## src/rtl/wcb_pkg.sv

```systemverilog
// Shared types for the write-combining buffer.
// Assumes nothing beyond being compiled before the modules that use it.
package wcb_pkg;
    // Drain sequencer state: filling, or sending one kind of transaction.
    typedef enum logic [1:0] {
        WCB_FILL      = 2'd0,
        WCB_SEND_FULL = 2'd1,
        WCB_SEND_LO   = 2'd2,
        WCB_SEND_HI   = 2'd3
    } wcb_state_e;
endpackage

```

## src/rtl/wcb_line_store.sv

```systemverilog
// Line storage: data bytes, per-byte valid mask and the line tag.
// Merges word stores under byte enables and summarises the mask per half.
// Assumes wr_en and clear are never high together and that wr_tag only
// matters while the buffer is empty.
module wcb_line_store #(
    parameter int LINE_BYTES = 64,
    parameter int WORD_BYTES = 8,
    parameter int TAG_W      = 26,
    localparam int WORDS     = LINE_BYTES / WORD_BYTES,
    localparam int IDX_W     = $clog2(WORDS),
    localparam int HALF      = LINE_BYTES / 2
) (
    input  logic                    clk,
    input  logic                    rst_n,
    input  logic                    wr_en,
    input  logic [TAG_W-1:0]        wr_tag,
    input  logic [IDX_W-1:0]        wr_idx,
    input  logic [WORD_BYTES*8-1:0] wr_data,
    input  logic [WORD_BYTES-1:0]   wr_be,
    input  logic                    clear,
    output logic [LINE_BYTES*8-1:0] line_data,
    output logic [LINE_BYTES-1:0]   line_mask,
    output logic [TAG_W-1:0]        line_tag,
    output logic                    is_empty,
    output logic                    is_full,
    output logic                    lo_any,
    output logic                    hi_any
);
    logic [LINE_BYTES*8-1:0] data_q;
    logic [LINE_BYTES-1:0]   mask_q;
    logic [TAG_W-1:0]        tag_q;
    logic [LINE_BYTES-1:0]   hit;
    logic [LINE_BYTES*8-1:0] wdata_rep;

    // Replicate the store word across every slot of the line.
    assign wdata_rep = {WORDS{wr_data}};

    // Per-byte write strobes: the addressed slot and the byte enable.
    for (genvar gw = 0; gw < WORDS; gw++) begin : g_slot
        localparam logic [IDX_W-1:0] SLOT = gw;
        for (genvar gb = 0; gb < WORD_BYTES; gb++) begin : g_byte
            assign hit[gw*WORD_BYTES+gb] = wr_en && (wr_idx == SLOT) && wr_be[gb];
        end
    end

    // Byte data and valid bits: merge on write, drop valids on clear.
    always_ff @(posedge clk) begin
        if (!rst_n) begin
            data_q <= '0;
            mask_q <= '0;
        end else if (clear) begin
            mask_q <= '0;
        end else begin
            for (int k = 0; k < LINE_BYTES; k++) begin
                if (hit[k]) begin
                    data_q[k*8 +: 8] <= wdata_rep[k*8 +: 8];
                    mask_q[k]        <= 1'b1;
                end
            end
        end
    end

    // Line tag: captured by the first store into an empty buffer.
    always_ff @(posedge clk) begin
        if (!rst_n)                    tag_q <= '0;
        else if (wr_en && ~|mask_q)    tag_q <= wr_tag;
    end

    assign line_data = data_q;
    assign line_mask = mask_q;
    assign line_tag  = tag_q;
    assign is_empty  = ~|mask_q;
    assign is_full   = &mask_q;
    assign lo_any    = |mask_q[HALF-1:0];
    assign hi_any    = |mask_q[LINE_BYTES-1:HALF];

    // A store with any enabled byte leaves the buffer non-empty.
    assert_store_marks_R2: assert property (@(posedge clk) disable iff (!rst_n)
        (wr_en && |wr_be) |=> !is_empty);

    // A clear always leaves every valid bit low.
    assert_clear_empties_R10: assert property (@(posedge clk) disable iff (!rst_n)
        clear |=> is_empty);
endmodule

```

## src/rtl/wcb_drain_ctrl.sv

```systemverilog
// Drain sequencer: picks a full-line write or one or two half-line masked
// writes, walks them through the valid/ready handshake, then clears the line.
// Assumes start is raised only while filling with a non-empty buffer.
module wcb_drain_ctrl
    import wcb_pkg::*;
(
    input  logic       clk,
    input  logic       rst_n,
    input  logic       start,
    input  logic       is_full,
    input  logic       lo_any,
    input  logic       hi_any,
    input  logic       tx_ready,
    output wcb_state_e state,
    output logic       tx_valid,
    output logic       tx_full,
    output logic       tx_upper,
    output logic       clear
);
    wcb_state_e state_q, state_d;

    // Next-state choice and the clear strobe on the last accepted transaction.
    always_comb begin
        state_d = state_q;
        clear   = 1'b0;
        unique case (state_q)
            WCB_FILL: begin
                if (start) begin
                    if (is_full)     state_d = WCB_SEND_FULL;
                    else if (lo_any) state_d = WCB_SEND_LO;
                    else             state_d = WCB_SEND_HI;
                end
            end
            WCB_SEND_FULL: begin
                if (tx_ready) begin
                    state_d = WCB_FILL;
                    clear   = 1'b1;
                end
            end
            WCB_SEND_LO: begin
                if (tx_ready) begin
                    if (hi_any) state_d = WCB_SEND_HI;
                    else begin
                        state_d = WCB_FILL;
                        clear   = 1'b1;
                    end
                end
            end
            WCB_SEND_HI: begin
                if (tx_ready) begin
                    state_d = WCB_FILL;
                    clear   = 1'b1;
                end
            end
            default: state_d = WCB_FILL;
        endcase
    end

    // State register.
    always_ff @(posedge clk) begin
        if (!rst_n) state_q <= WCB_FILL;
        else        state_q <= state_d;
    end

    assign state    = state_q;
    assign tx_valid = (state_q != WCB_FILL);
    assign tx_full  = (state_q == WCB_SEND_FULL);
    assign tx_upper = (state_q == WCB_SEND_HI);

    // Accepted lower half with upper bytes pending goes straight to the upper half.
    assert_lo_then_hi_R5: assert property (@(posedge clk) disable iff (!rst_n)
        (state_q == WCB_SEND_LO && tx_ready && hi_any) |=> (state_q == WCB_SEND_HI));

    // A stalled transaction keeps its kind.
    assert_kind_held_R8: assert property (@(posedge clk) disable iff (!rst_n)
        (tx_valid && !tx_ready) |=> $stable(state_q));
endmodule

```

## src/rtl/write_combine_buf.sv

```systemverilog
// Write-combining buffer for streaming stores into one aligned line.
// Accepts aligned word stores with byte enables, drains on a flush request or
// on a store to another line, and emits full-line or half-line masked writes.
// Assumes st_addr is word aligned; the unwritten bytes are never read.
module write_combine_buf
    import wcb_pkg::*;
#(
    parameter int ADDR_W     = 32,
    parameter int LINE_BYTES = 64,
    parameter int WORD_BYTES = 8,
    localparam int OFF_W     = $clog2(LINE_BYTES),
    localparam int WOFF_W    = $clog2(WORD_BYTES),
    localparam int IDX_W     = OFF_W - WOFF_W,
    localparam int TAG_W     = ADDR_W - OFF_W,
    localparam int HALF      = LINE_BYTES / 2
) (
    input  logic                    clk,
    input  logic                    rst_n,
    input  logic                    st_valid,
    output logic                    st_ready,
    input  logic [ADDR_W-1:0]       st_addr,
    input  logic [WORD_BYTES*8-1:0] st_data,
    input  logic [WORD_BYTES-1:0]   st_be,
    input  logic                    flush_req,
    output logic                    tx_valid,
    input  logic                    tx_ready,
    output logic [ADDR_W-1:0]       tx_addr,
    output logic [LINE_BYTES*8-1:0] tx_data,
    output logic [LINE_BYTES-1:0]   tx_mask,
    output logic                    tx_full
);
    logic [LINE_BYTES*8-1:0] line_data;
    logic [LINE_BYTES-1:0]   line_mask;
    logic [TAG_W-1:0]        line_tag;
    logic                    is_empty, is_full, lo_any, hi_any;
    logic                    clear, tx_upper, start, idle, other_line, wr_en;
    wcb_state_e              state;
    logic [TAG_W-1:0]        st_tag;
    logic [IDX_W-1:0]        st_idx;

    assign st_tag = st_addr[ADDR_W-1:OFF_W];
    assign st_idx = st_addr[OFF_W-1:WOFF_W];

    // Store admission: idle, no flush pending, same line or empty buffer.
    always_comb begin
        idle       = (state == WCB_FILL);
        other_line = !is_empty && (st_tag != line_tag);
        st_ready   = idle && !flush_req && !other_line;
        wr_en      = st_valid && st_ready;
        start      = idle && !is_empty && (flush_req || (st_valid && other_line));
    end

    wcb_line_store #(
        .LINE_BYTES(LINE_BYTES),
        .WORD_BYTES(WORD_BYTES),
        .TAG_W     (TAG_W)
    ) i_store (
        .clk      (clk),
        .rst_n    (rst_n),
        .wr_en    (wr_en),
        .wr_tag   (st_tag),
        .wr_idx   (st_idx),
        .wr_data  (st_data),
        .wr_be    (st_be),
        .clear    (clear),
        .line_data(line_data),
        .line_mask(line_mask),
        .line_tag (line_tag),
        .is_empty (is_empty),
        .is_full  (is_full),
        .lo_any   (lo_any),
        .hi_any   (hi_any)
    );

    wcb_drain_ctrl i_ctrl (
        .clk     (clk),
        .rst_n   (rst_n),
        .start   (start),
        .is_full (is_full),
        .lo_any  (lo_any),
        .hi_any  (hi_any),
        .tx_ready(tx_ready),
        .state   (state),
        .tx_valid(tx_valid),
        .tx_full (tx_full),
        .tx_upper(tx_upper),
        .clear   (clear)
    );

    // Transaction fields: start address and the mask for the half being sent.
    always_comb begin
        tx_addr = {line_tag, tx_upper, {(OFF_W-1){1'b0}}};
        tx_data = line_data;
        if (tx_full)       tx_mask = line_mask;
        else if (tx_upper) tx_mask = {line_mask[LINE_BYTES-1:HALF], {HALF{1'b0}}};
        else               tx_mask = {{HALF{1'b0}}, line_mask[HALF-1:0]};
    end

    // Input assumption: stores are word aligned.
    assert_aligned_R2: assert property (@(posedge clk) disable iff (!rst_n)
        st_valid |-> (st_addr[WOFF_W-1:0] == '0));

    // Full-line writes carry a complete mask.
    assert_full_mask_R3: assert property (@(posedge clk) disable iff (!rst_n)
        (tx_valid && tx_full) |-> (&tx_mask));

    // Masked writes are non-empty and confined to one half.
    assert_half_mask_R4: assert property (@(posedge clk) disable iff (!rst_n)
        (tx_valid && !tx_full) |->
            ((tx_mask != '0) && ((tx_mask[HALF-1:0] == '0) || (tx_mask[LINE_BYTES-1:HALF] == '0))));

    // Flushing an empty buffer starts nothing.
    assert_empty_flush_R6: assert property (@(posedge clk) disable iff (!rst_n)
        (flush_req && !tx_valid && line_mask == '0) |=> !tx_valid);

    // A stalled transaction keeps every field.
    assert_hold_R8: assert property (@(posedge clk) disable iff (!rst_n)
        (tx_valid && !tx_ready) |=>
            (tx_valid && $stable(tx_addr) && $stable(tx_mask) && $stable(tx_data) && $stable(tx_full)));

    // Stores are stalled while a transaction is pending.
    assert_stall_R9: assert property (@(posedge clk) disable iff (!rst_n)
        tx_valid |-> !st_ready);

    // The end of a drain leaves the buffer empty.
    assert_drain_clears_R10: assert property (@(posedge clk) disable iff (!rst_n)
        $fell(tx_valid) |-> (line_mask == '0));
endmodule

```

## config.mk

```make
export PLATFORM = sky130hd
export DESIGN_NAME = write_combine_buf
export DESIGN_NICKNAME = d
export VERILOG_FILES = /design/src/rtl/wcb_pkg.sv /design/src/rtl/wcb_line_store.sv /design/src/rtl/wcb_drain_ctrl.sv /design/src/rtl/write_combine_buf.sv
export SDC_FILE = /design/constraint.sdc
export NUM_CORES = 1
export LEC_CHECK = 0
export ABC_AREA = 0
export BUFFER_PORTS_ARGS = -buffer_cell sky130_fd_sc_hd__buf_2
export CAP_MARGIN = 0
export CORE_ASPECT_RATIO = 1.75
export CORE_MARGIN = 3
export CORE_UTILIZATION = 25
export DETAILED_ROUTE_END_ITERATION = 16
export PLACE_DENSITY = 0.44
export SKIP_LAST_GASP = 1
export SLEW_MARGIN = 10
export SYNTH_ARGS = -nofsm -noshare
export SYNTH_HDL_FRONTEND = slang
export SYNTH_SLANG_ARGS = --single-unit
```

## constraint.sdc

```tcl
create_clock -name clk -period 2.4 [get_ports clk]
set_clock_uncertainty 0.2 [all_clocks]
set_input_delay 0.36 -clock clk [delete_from_list [all_inputs] [get_ports clk]]
set_output_delay 0.36 -clock clk [all_outputs]
set_load 0.005 [all_outputs]
```

# After elaboration in Yosys (flattened, before gate mapping)

Cells that the tools add are included.

Input port bits: 109
Bits in writable memories: 0
Memory bits (read-only): 0
Word-level logic and storage cells: 317
Memories kept: 0
Output and inout bits: 611
Latch bits: 0
Register bits after elaboration: 604

Add/subtract/negate cells: 0
Bitwise operators: 2
Eq/ne operators: 14
Divide/modulo/power cells: 0
Multipliers: 0
Shifts and indexed selects: 0
Reductions and logical operators: 158
$lt $le $gt $ge: 0
Mux-type cells: 13

Operator list:

| cell                 | number |
|---|---|
| $mux W64             | 2 |
| $reduce_and A2 Y1    | 64 |
| $logic_and A1 B1 Y1  | 80 |
| $reduce_and A64 Y1   | 1 |
| $reduce_or A32 Y1    | 2 |
| $reduce_or A64 Y1    | 1 |
| $ne A26 B26 Y1       | 1 |
| $eq A3 B3 Y1 const B | 4 |
| $mux W2              | 5 |
| $eq A3 B2 Y1 const B | 2 |
| $pmux W2 S3          | 1 |
| $eq A2 B2 Y1 const B | 2 |
| $mux W1              | 4 |
| $ne A2 B1 Y1 const B | 2 |
| $reduce_or A2 Y1     | 2 |
| $eq A3 B1 Y1 const B | 1 |
| $logic_not A1 Y1     | 3 |
| $logic_not A3 Y1     | 1 |
| $reduce_and A3 Y1    | 1 |
| $eq A2 B1 Y1 const B | 1 |
| $logic_not A2 Y1     | 1 |
| $ne A2 B2 Y1 const B | 1 |
| $not A1 Y1           | 2 |
| $pmux W1 S2          | 1 |
| 2 further kinds      | 2 |

# Logic depth before layout (Yosys ltp)

Gate-level depths: netlist of the first run.

Depth in word-level cells: 8
Mapped depth: 10
Depth with buffers taken out: 6

# Modules after synthesis

Synthesis of the first run repeated with hierarchy kept, for this count alone.

Cells, all modules: 2878
Area, all modules: 23927.9 um^2

Modules (own cells, without submodules):

| module            | sequential area each (um^2) | cells each | area an instance (um^2) | instances |
|---|---|---|---|---|
| wcb_line_store    | 12051.6                     | 2738       | 22949.5                 | 1 |
| write_combine_buf | 0.0                         | 123        | 832.0                   | 1 |
| wcb_drain_ctrl    | 40.0                        | 17         | 146.4                   | 1 |

# Worst setup path after synthesis of the first run

OpenSTA, ideal clock, no wires.

Kind: flip-flop to flip-flop
Start point: reg i_store.mask_q[55] (netlist: i_store.line_mask[55])
End point: reg i_store.data_q[200] (netlist: i_store.line_data[200])
Data required time: 2.074 ns
Data arrival time: 2.130 ns
Slack: -0.056 ns
Period minus slack after synthesis: 2.456 ns
Stages on the path, launching flop included: 10
Library setup time: 0.126 ns
Buffers on the path: 3
Cell sequence: dfxtp_1 > nor4_1 > nand4_1 > and4bb_1 > a31oi_1 > buf_6 > buf_6 > or4_1 > buf_6 > mux2i_1

Word-level cells in the longest chain between the ends: 8
Elaborated cells on any way between the ends: 13
Those cells by class: mux (3); bitwise (1); reduce/logical (9)

Ends and longest elaborated chain:

| element                                                   | RTL line             | source |
|---|---|---|
| start, declared                                           | wcb_line_store.sv:30 | `logic [LINE_BYTES-1:0] mask_q;` |
| start signal, assigned                                    | wcb_line_store.sv:50 | `mask_q <= '0;` |
| start signal, assigned                                    | wcb_line_store.sv:52 | `mask_q <= '0;` |
| start signal, assigned by index                           | wcb_line_store.sv:57 | `mask_q[k] <= 1'b1;` |
| branches (longest 7 deep; another with $reduce_or A32 Y1) | -                    |  |
| $reduce_and A2 Y1 (no line) (*)                           | -                    |  |
| end signal, assigned by index                             | wcb_line_store.sv:56 | `data_q[k*8 +: 8] <= wdata_rep[k*8 +: 8];` |
| end, declared                                             | wcb_line_store.sv:29 | `logic [LINE_BYTES*8-1:0] data_q;` |

Every way passes the cells marked *.
A chain may end at the register's enable or synchronous reset.

# Final worst setup path of the first run

Start point: reg i_store.mask_q[24] (netlist: i_store.line_mask[24])
End point: reg i_store.data_q[400] (netlist: i_store.line_data[400])

Word-level cells in the longest chain between the ends: 8

Ends and longest elaborated chain:

| element                           | RTL line                | source |
|---|---|---|
| $reduce_or A64 Y1                 | wcb_line_store.sv:72    | `assign is_empty = ~\|mask_q;` |
| $logic_and A1 B1 Y1               | write_combine_buf.sv:47 | `other_line = !is_empty && (st_tag != line_tag);` |
| $logic_not A1 Y1                  | write_combine_buf.sv:48 | `st_ready = idle && !flush_req && !other_line;` |
| $logic_and A1 B1 Y1               | write_combine_buf.sv:48 |  |
| $logic_and A1 B1 Y1               | write_combine_buf.sv:49 | `wr_en = st_valid && st_ready;` |
| $logic_and A1 B1 Y1 (2 in series) | wcb_line_store.sv:42    | `assign hit[gw*WORD_BYTES+gb] = wr_en && (wr_idx == SLOT) && wr_be[gb];` |
| $reduce_and A2 Y1 (no line)       | -                       |  |

Every way passes these cells.

==> flow_metrics.env, run 1 <==
export IMPL_worst_skew_pair_late_latency_ns=0.63
export IMPL_synth_seq_area_share=0.5262
export IMPL_critPathKind="flop to flop"
export IMPL_start_util=0.2531
export IMPL_muxShareOfSynthArea=0.2343
export IMPL_outcome="complete, but fails checks"
export IMPL_hold_violations=0
export IMPL_portBuffers=711
export IMPL_yosysUniqueCellTypes=33
export IMPL_cts_root_buf="clkbuf_16"
export IMPL_place_congestion=0.8378
export IMPL_final_max_slew_viol_count=0
export IMPL_drive_gt1_frac=0.3643
export IMPL_period_needed_ns=3.047
export IMPL_synth_top_family_by_area="multiplexers"
export IMPL_drtIter0Drc=747
export IMPL_ys_seq_elements=604
export IMPL_ant_nets=0
export IMPL_failed_checks="setup timing"
export IMPL_synth_area_leaders="dfxtp_1 (53%), mux2i_1 (23%), nand2_1 (9.6%), and2_1 (1.5%), clkbuf_1 (1.5%)"
export IMPL_yosysWarnings=0
export IMPL_met2WireLength_mm=51.86
export IMPL_grt_pass1_vias=20970
export IMPL_antenna_found_initial=5
export IMPL_critPathArrivalTime_ns=3.35
export IMPL_viasPerCell=4.504
export IMPL_p_total_mw=25.18
export IMPL_fin_cells=4426
export IMPL_drt_met1_wl_mm=39.09
export IMPL_dp_hpwl_mm=74.73
export IMPL_post_place_ws_ns=-0.9996
export IMPL_max_freq_mhz=328.2
export IMPL_synth_simple_area_share=0.1596
export IMPL_cts_sinks=604
export IMPL_grt_pass1_wl_mm=143.8
export IMPL_nNetsFinal=3304
export IMPL_grt_use_total=0.1981
export IMPL_core_sq_um=90790
export IMPL_tritoncts="built"
export IMPL_period_share=1.270
export IMPL_area_delta_synth_final_pct=43.27
export IMPL_max_cap_violations=0
export IMPL_drtPass1Iterations=5
export IMPL_synth_edf_count=0
export IMPL_fin_util=0.3626
export IMPL_p_per_area_nw_per_um2=764.9
export IMPL_synth_commonest_cells="dfxtp_1 (604), nand2_1 (589), mux2i_1 (538), clkbuf_1 (93), and2_1 (56)"
export IMPL_cts_buffers_inserted=60
export IMPL_highest_layer="met5"
export IMPL_place_area_sq_um=29340
export IMPL_clkSlewWorstSetupHoldPaths_ns=0.07
export IMPL_dieWidth_microns=235.2
export IMPL_final_cell_area_sq_um=32920
export IMPL_worst_path_max_fanout=10
export IMPL_synth_compound_area_frac=0.02401
export IMPL_syn_inst=2263
export IMPL_cp_end_kind="flop"
export IMPL_wl_mm=100.4
export IMPL_drt_wirelength_per_cell_microns=22.69
export IMPL_drc=0
export IMPL_setup_slack_ns=-0.6472
export IMPL_synth_xor_area_share=0.009909
export IMPL_syn_area_sq_um=22980
export IMPL_gr_total_overflow=0
export IMPL_setup_viol=613
export IMPL_crit_required_ns=2.70
export IMPL_synthAdderAreaFrac=0
export IMPL_routed_wl_met3_mm=6.492
export IMPL_die_h_microns=407.1
export IMPL_fp_row_count=146
export IMPL_slew_limit_headroom=0.3216
export IMPL_hp_class="input pin to flop"
export IMPL_synth_top_area_cell="dfxtp_1"
export IMPL_avgSynthCellArea_sq_um=10.16
export IMPL_diodes=0
export IMPL_dieArea_sq_um=95740
export IMPL_synthFlopType="dfxtp_1"
export IMPL_dp_cells=4231
export IMPL_yosysTopAreaCellShare=0.5262
export IMPL_grt_max_degree=75
export IMPL_io_pins=720
export IMPL_clk_path_buf_depth=3
export IMPL_tightest_slew_ns=1.018
export IMPL_rsz0062_at_grt="yes"
export IMPL_ys_async_sr_fraction=0
export IMPL_h_tree_depth=2
export IMPL_p_leak_nw=16.06
export IMPL_yosysMostFrequentCell="dfxtp_1"
export IMPL_vias=19930
export IMPL_ir_worst_vdd_mv=0.6048
export IMPL_cp_start_kind="flop"
[state kept, by name, indices dropped and copies added (netlist names)]
register / count
i_store.line_tag: 26
i_ctrl.state: 2
i_store.line_mask: 64
i_store.line_data: 512
[final timing paths]
check	from	to	slack, ns	cells past startpoint
setup / recovery	i_store.line_mask[24]	i_store.line_data[400]	-0.65	10
hold / removal	st_data[37]	i_store.line_data[421]	0.03	3
setup reg to reg	i_store.line_mask[24]	i_store.line_data[400]	-0.65	10
hold reg to reg	i_store.line_data[132]	i_store.line_data[132]	0.25	2
[worst max-delay path: stages (launching register included)]
cell,delay (ns)
dfxtp_1,0.33
nor4_2,0.46
and4_1,0.28
and4bb_2,0.30
a31oi_4,0.06
buf_8,0.14
buf_12,0.13
buf_4,0.16
or4_4,0.57
buf_6,0.17
mux2i_1,0.12
[per-layer routing]
| metal | vias to the layer above | global-route usage |
|---|---|---|
| met2 | 658 | 0.3649 |
| met4 | 8 | 0.05934 |
| met5 | - | 0 |
| met1 | 9677 | 0.2223 |
| li1 | 9453 | - |
| met3 | 138 | 0.05276 |
[timing repair]
| action | 4_1_cts | 5_1_grt |
|---|---|---|
| endpoints found under the setup margin | 639 | 638 |
| hold endpoints to repair | 116 | 0 |
| resized for setup | 75 | 69 |
| setup buffers | 23 | 5 |
| cloned | 7 | 9 |
| pin swaps | 19 | 18 |
| hold buffers | 42 | 0 |
[report_power, final]
group          switching (mW)  leakage, nW  internal [mW]
registers               0.139         4.87           10.2
logic                    2.56         10.2           1.96
clock network            4.33         1.03           5.95
total                    7.03         16.1           18.2
[kinds of logic (layout without fill, tap and decap cells)]
logic type,Yosys count,count (layout)
other cells,1,5
compound gates,76,76
mux,538,538
simple gates,813,820
xor+xnor,26,26
flops,604,604
buf+inv,205,1173
[layout make-up]
cell class	instances	area, sq um
fillers	9284	57870
flip-flops and latches	604	12100
multi-input cells	1465	10530
repair buffers	1030	6561
clock buffers	77	1687
well taps	1184	1481
clock inverters	32	436.7
inverters	34	127.6
[stage by stage]
stage	setup TNS [ns]	hold slack (ns)
2_1_floorplan	-2.816	0.2357
3_3_place_gp	-392.52	0.2404
3_5_place_dp	-417.21	0.2435
4_1_cts	-284.82	0.001716
5_1_grt	-330.14	0.02469
6_report	-259.08	0.02693
[placed cells by master (no fill, tap or decap), types with 9 or more instances in the layout]
master / n
inv_1: 33
dlygate4sd3_1: 42
buf_8: 12
buf_12: 19
xnor2_1: 21
nor2b_1: 28
buf_4: 208
mux2i_1: 538
clkbuf_16: 61
bufinv_16: 9
nand2_1: 588
nor2_1: 12
or4_4: 37
nand4_1: 24
buf_6: 36
and2_1: 56
buf_2: 711
nor4_1: 16
nor4_2: 11
dfxtp_1: 599
nand2b_1: 10
nor4_4: 27
o21a_1: 32
clkbuf_8: 10
a21boi_1: 30
Power figures use the tool's default switching activity.
==> run 2: changes to the inputs <==
Settings changed: CTS_BUF_LIST set to sky130_fd_sc_hd__clkbuf_4 sky130_fd_sc_hd__clkbuf_8.
==> flow_metrics.env, run 2 (synthesis gave the netlist of run 1 again) <==
export IMPL_fin_cells=4539
export IMPL_drt_wirelength_per_cell_microns=22.34
export IMPL_hold_ws_ns=0.09450
export IMPL_period_share=1.304
export IMPL_cp_end_kind="flop"
export IMPL_crit_path_frequent_cell="buf_4"
export IMPL_core_sq_um=90790
export IMPL_vias=20320
export IMPL_crit_family="simple AND/OR/NAND/NOR gates"
export IMPL_dp_hpwl_mm=74.73
export IMPL_ir_worst_vdd_mv=0.4192
export IMPL_cts_root_buf="clkbuf_8"
export IMPL_p_total_mw=24.95
export IMPL_cts_buffers_inserted=96
export IMPL_critPathArrivalTime_ns=3.58
export IMPL_setup_viol=619
export IMPL_area_delta_synth_final_pct=45.48
export IMPL_path_cells="nor4_2 > and4_1 > and4bb_2 > a31oi_4 > buf_4 > buf_12 > buf_8 > buf_4 > nor4_4 > buf_6 > mux2i_1"
export IMPL_place_congestion=0.8378
export IMPL_gr_total_overflow=0
export IMPL_cp_slowest_cell="nor4_2"
export IMPL_portBuffers=711
export IMPL_tritoncts="built"
export IMPL_p_leak_nw=16.38
export IMPL_tightest_slew_ns=1.018
export IMPL_h_tree_depth=3
export IMPL_worst_skew_pair_late_latency_ns=0.74
export IMPL_seqCellArea_sq_um=12100
export IMPL_max_freq_mhz=319.6
export IMPL_worst_path_max_fanout=8
export IMPL_fp_row_count=146
export IMPL_final_setup_tns_ns=-315.01
export IMPL_crit_required_ns=2.85
export IMPL_hp_class="input pin to flop"
export IMPL_largest_reg_flops=512
export IMPL_multi_input_area_sq_um=10490
export IMPL_ant_nets=0
export IMPL_nNetsFinal=3389
export IMPL_clk_path_buf_depth=3
export IMPL_place_area_sq_um=29340
export IMPL_setup_slack_ns=-0.7284
export IMPL_layout_cells_most_common="buf_2"
export IMPL_crit_buf_inv=5
export IMPL_period_needed_ns=3.128
export IMPL_dp_cells=4231
export IMPL_dieArea_sq_um=95740
export IMPL_grt_use_total=0.2017
export IMPL_max_cap_violations=0
export IMPL_cts_sinks=604
export IMPL_viasPerCell=4.477
export IMPL_io_pins=720
export IMPL_die_h_microns=407.1
export IMPL_rsz0062_at_grt="yes"
export IMPL_clkSlewWorstSetupHoldPaths_ns=0.07
export IMPL_outcome="complete, but fails checks"
export IMPL_critPathKind="flop to flop"
export IMPL_final_max_slew_viol_count=0
export IMPL_hold_violations=0
export IMPL_drc=0
export IMPL_grt_pass1_vias=21490
export IMPL_start_util=0.2531
export IMPL_dieWidth_microns=235.2
export IMPL_slew_limit_headroom=0.3215
export IMPL_failed_checks="setup timing"
export IMPL_grt_max_degree=75
export IMPL_drive_gt1_frac=0.3721
export IMPL_nFillCells=9267
export IMPL_antenna_found_initial=6
export IMPL_cp_start_kind="flop"
export IMPL_final_cell_area_sq_um=33430
export IMPL_wl_mm=101.4
export IMPL_drtIter0Drc=675
export IMPL_p_per_area_nw_per_um2=746.1
export IMPL_cp_slowest_stage_delay_ns=0.45
export IMPL_layout_common_cells="buf_2 (712), dfxtp_1 (599), nand2_1 (588), mux2i_1 (537), buf_4 (209)"
export IMPL_grt_pass1_wl_mm=145.7
export IMPL_drtPass1Iterations=5
## run 2: changes by cell type in the layout (fill, tap and decap cells not counted), sizes merged
| cell | before | now |
|---|---|---|
| diode | 0 | 1 |
| clkbuf | 77 | 153 |
| inv | 39 | 35 |
| clkinvlp | 7 | 3 |
| buf | 988 | 983 |
| or4 | 39 | 38 |
| dlygate4sd3 | 42 | 96 |
| clkinv | 11 | 8 |
| bufinv | 9 | 7 |
| bufbuf | 0 | 1 |
## run 2: layer usage
layer | up-vias | track usage | wire length (microns)
li1 | 9642 | - | -
met1 | 9832 | 0.2227 | 39480
met2 | 699 | 0.3683 | 52180
met3 | 140 | 0.05404 | 6609
met4 | 8 | 0.07600 | 3060
met5 | - | 0 | 55
## run 2: path summary, 6_finish.rpt
path,from,endpoint,slack [ns],cells past startpoint
worst max-delay path,i_store.line_mask[27],i_store.line_data[52],-0.73,11
worst min-delay path,st_be[1],i_store.line_mask[49],0.09,5
worst max register to register,i_store.line_mask[27],i_store.line_data[52],-0.73,11
worst min register to register,i_store.line_data[87],i_store.line_data[87],0.25,2
## run 2: layout make-up
type / instances / share of cell area
tap: 1184 / 0.04431
sequential: 604 / 0.3619
clock buffer: 153 / 0.05756
inverter: 34 / 0.003817
clock inverter: 19 / 0.008944
antenna: 1 / 0.00007485
multi-input combinational: 1464 / 0.3139
timing repair buffer: 1080 / 0.2096
## run 2: through the flow
step           utilization  setup slack, ns
3_3_place_gp        0.3231          -0.9331
4_1_cts             0.3649          -0.8298
5_1_grt             0.3683          -0.8658
6_report            0.3683          -0.7284
2_1_floorplan            -         -0.04921
3_5_place_dp        0.3231          -0.9996
## run 2: tightest hold or removal path: stages
cell	delay (ns)
buf_2	0.11
nand2_1	0.16
or4_4	0.17
buf_4	0.12
a21boi_1	0.06
## run 2: report_power, final
group	internal, mW	total [mW]	switching (mW)
clock	5.84	10.2	4.37
combinational	1.85	4.34	2.50
sequential	10.3	10.4	0.137
## run 2: repair_timing
item | in CTS | in global routing
setup endpoints to repair | 662 | 666
gates resized for setup | 76 | 51
setup buffers | 19 | 6
hold buffers | 96 | 0
endpoints found under the hold margin | 604 | 0
cloned | 7 | 7
pin swaps | 20 | 11
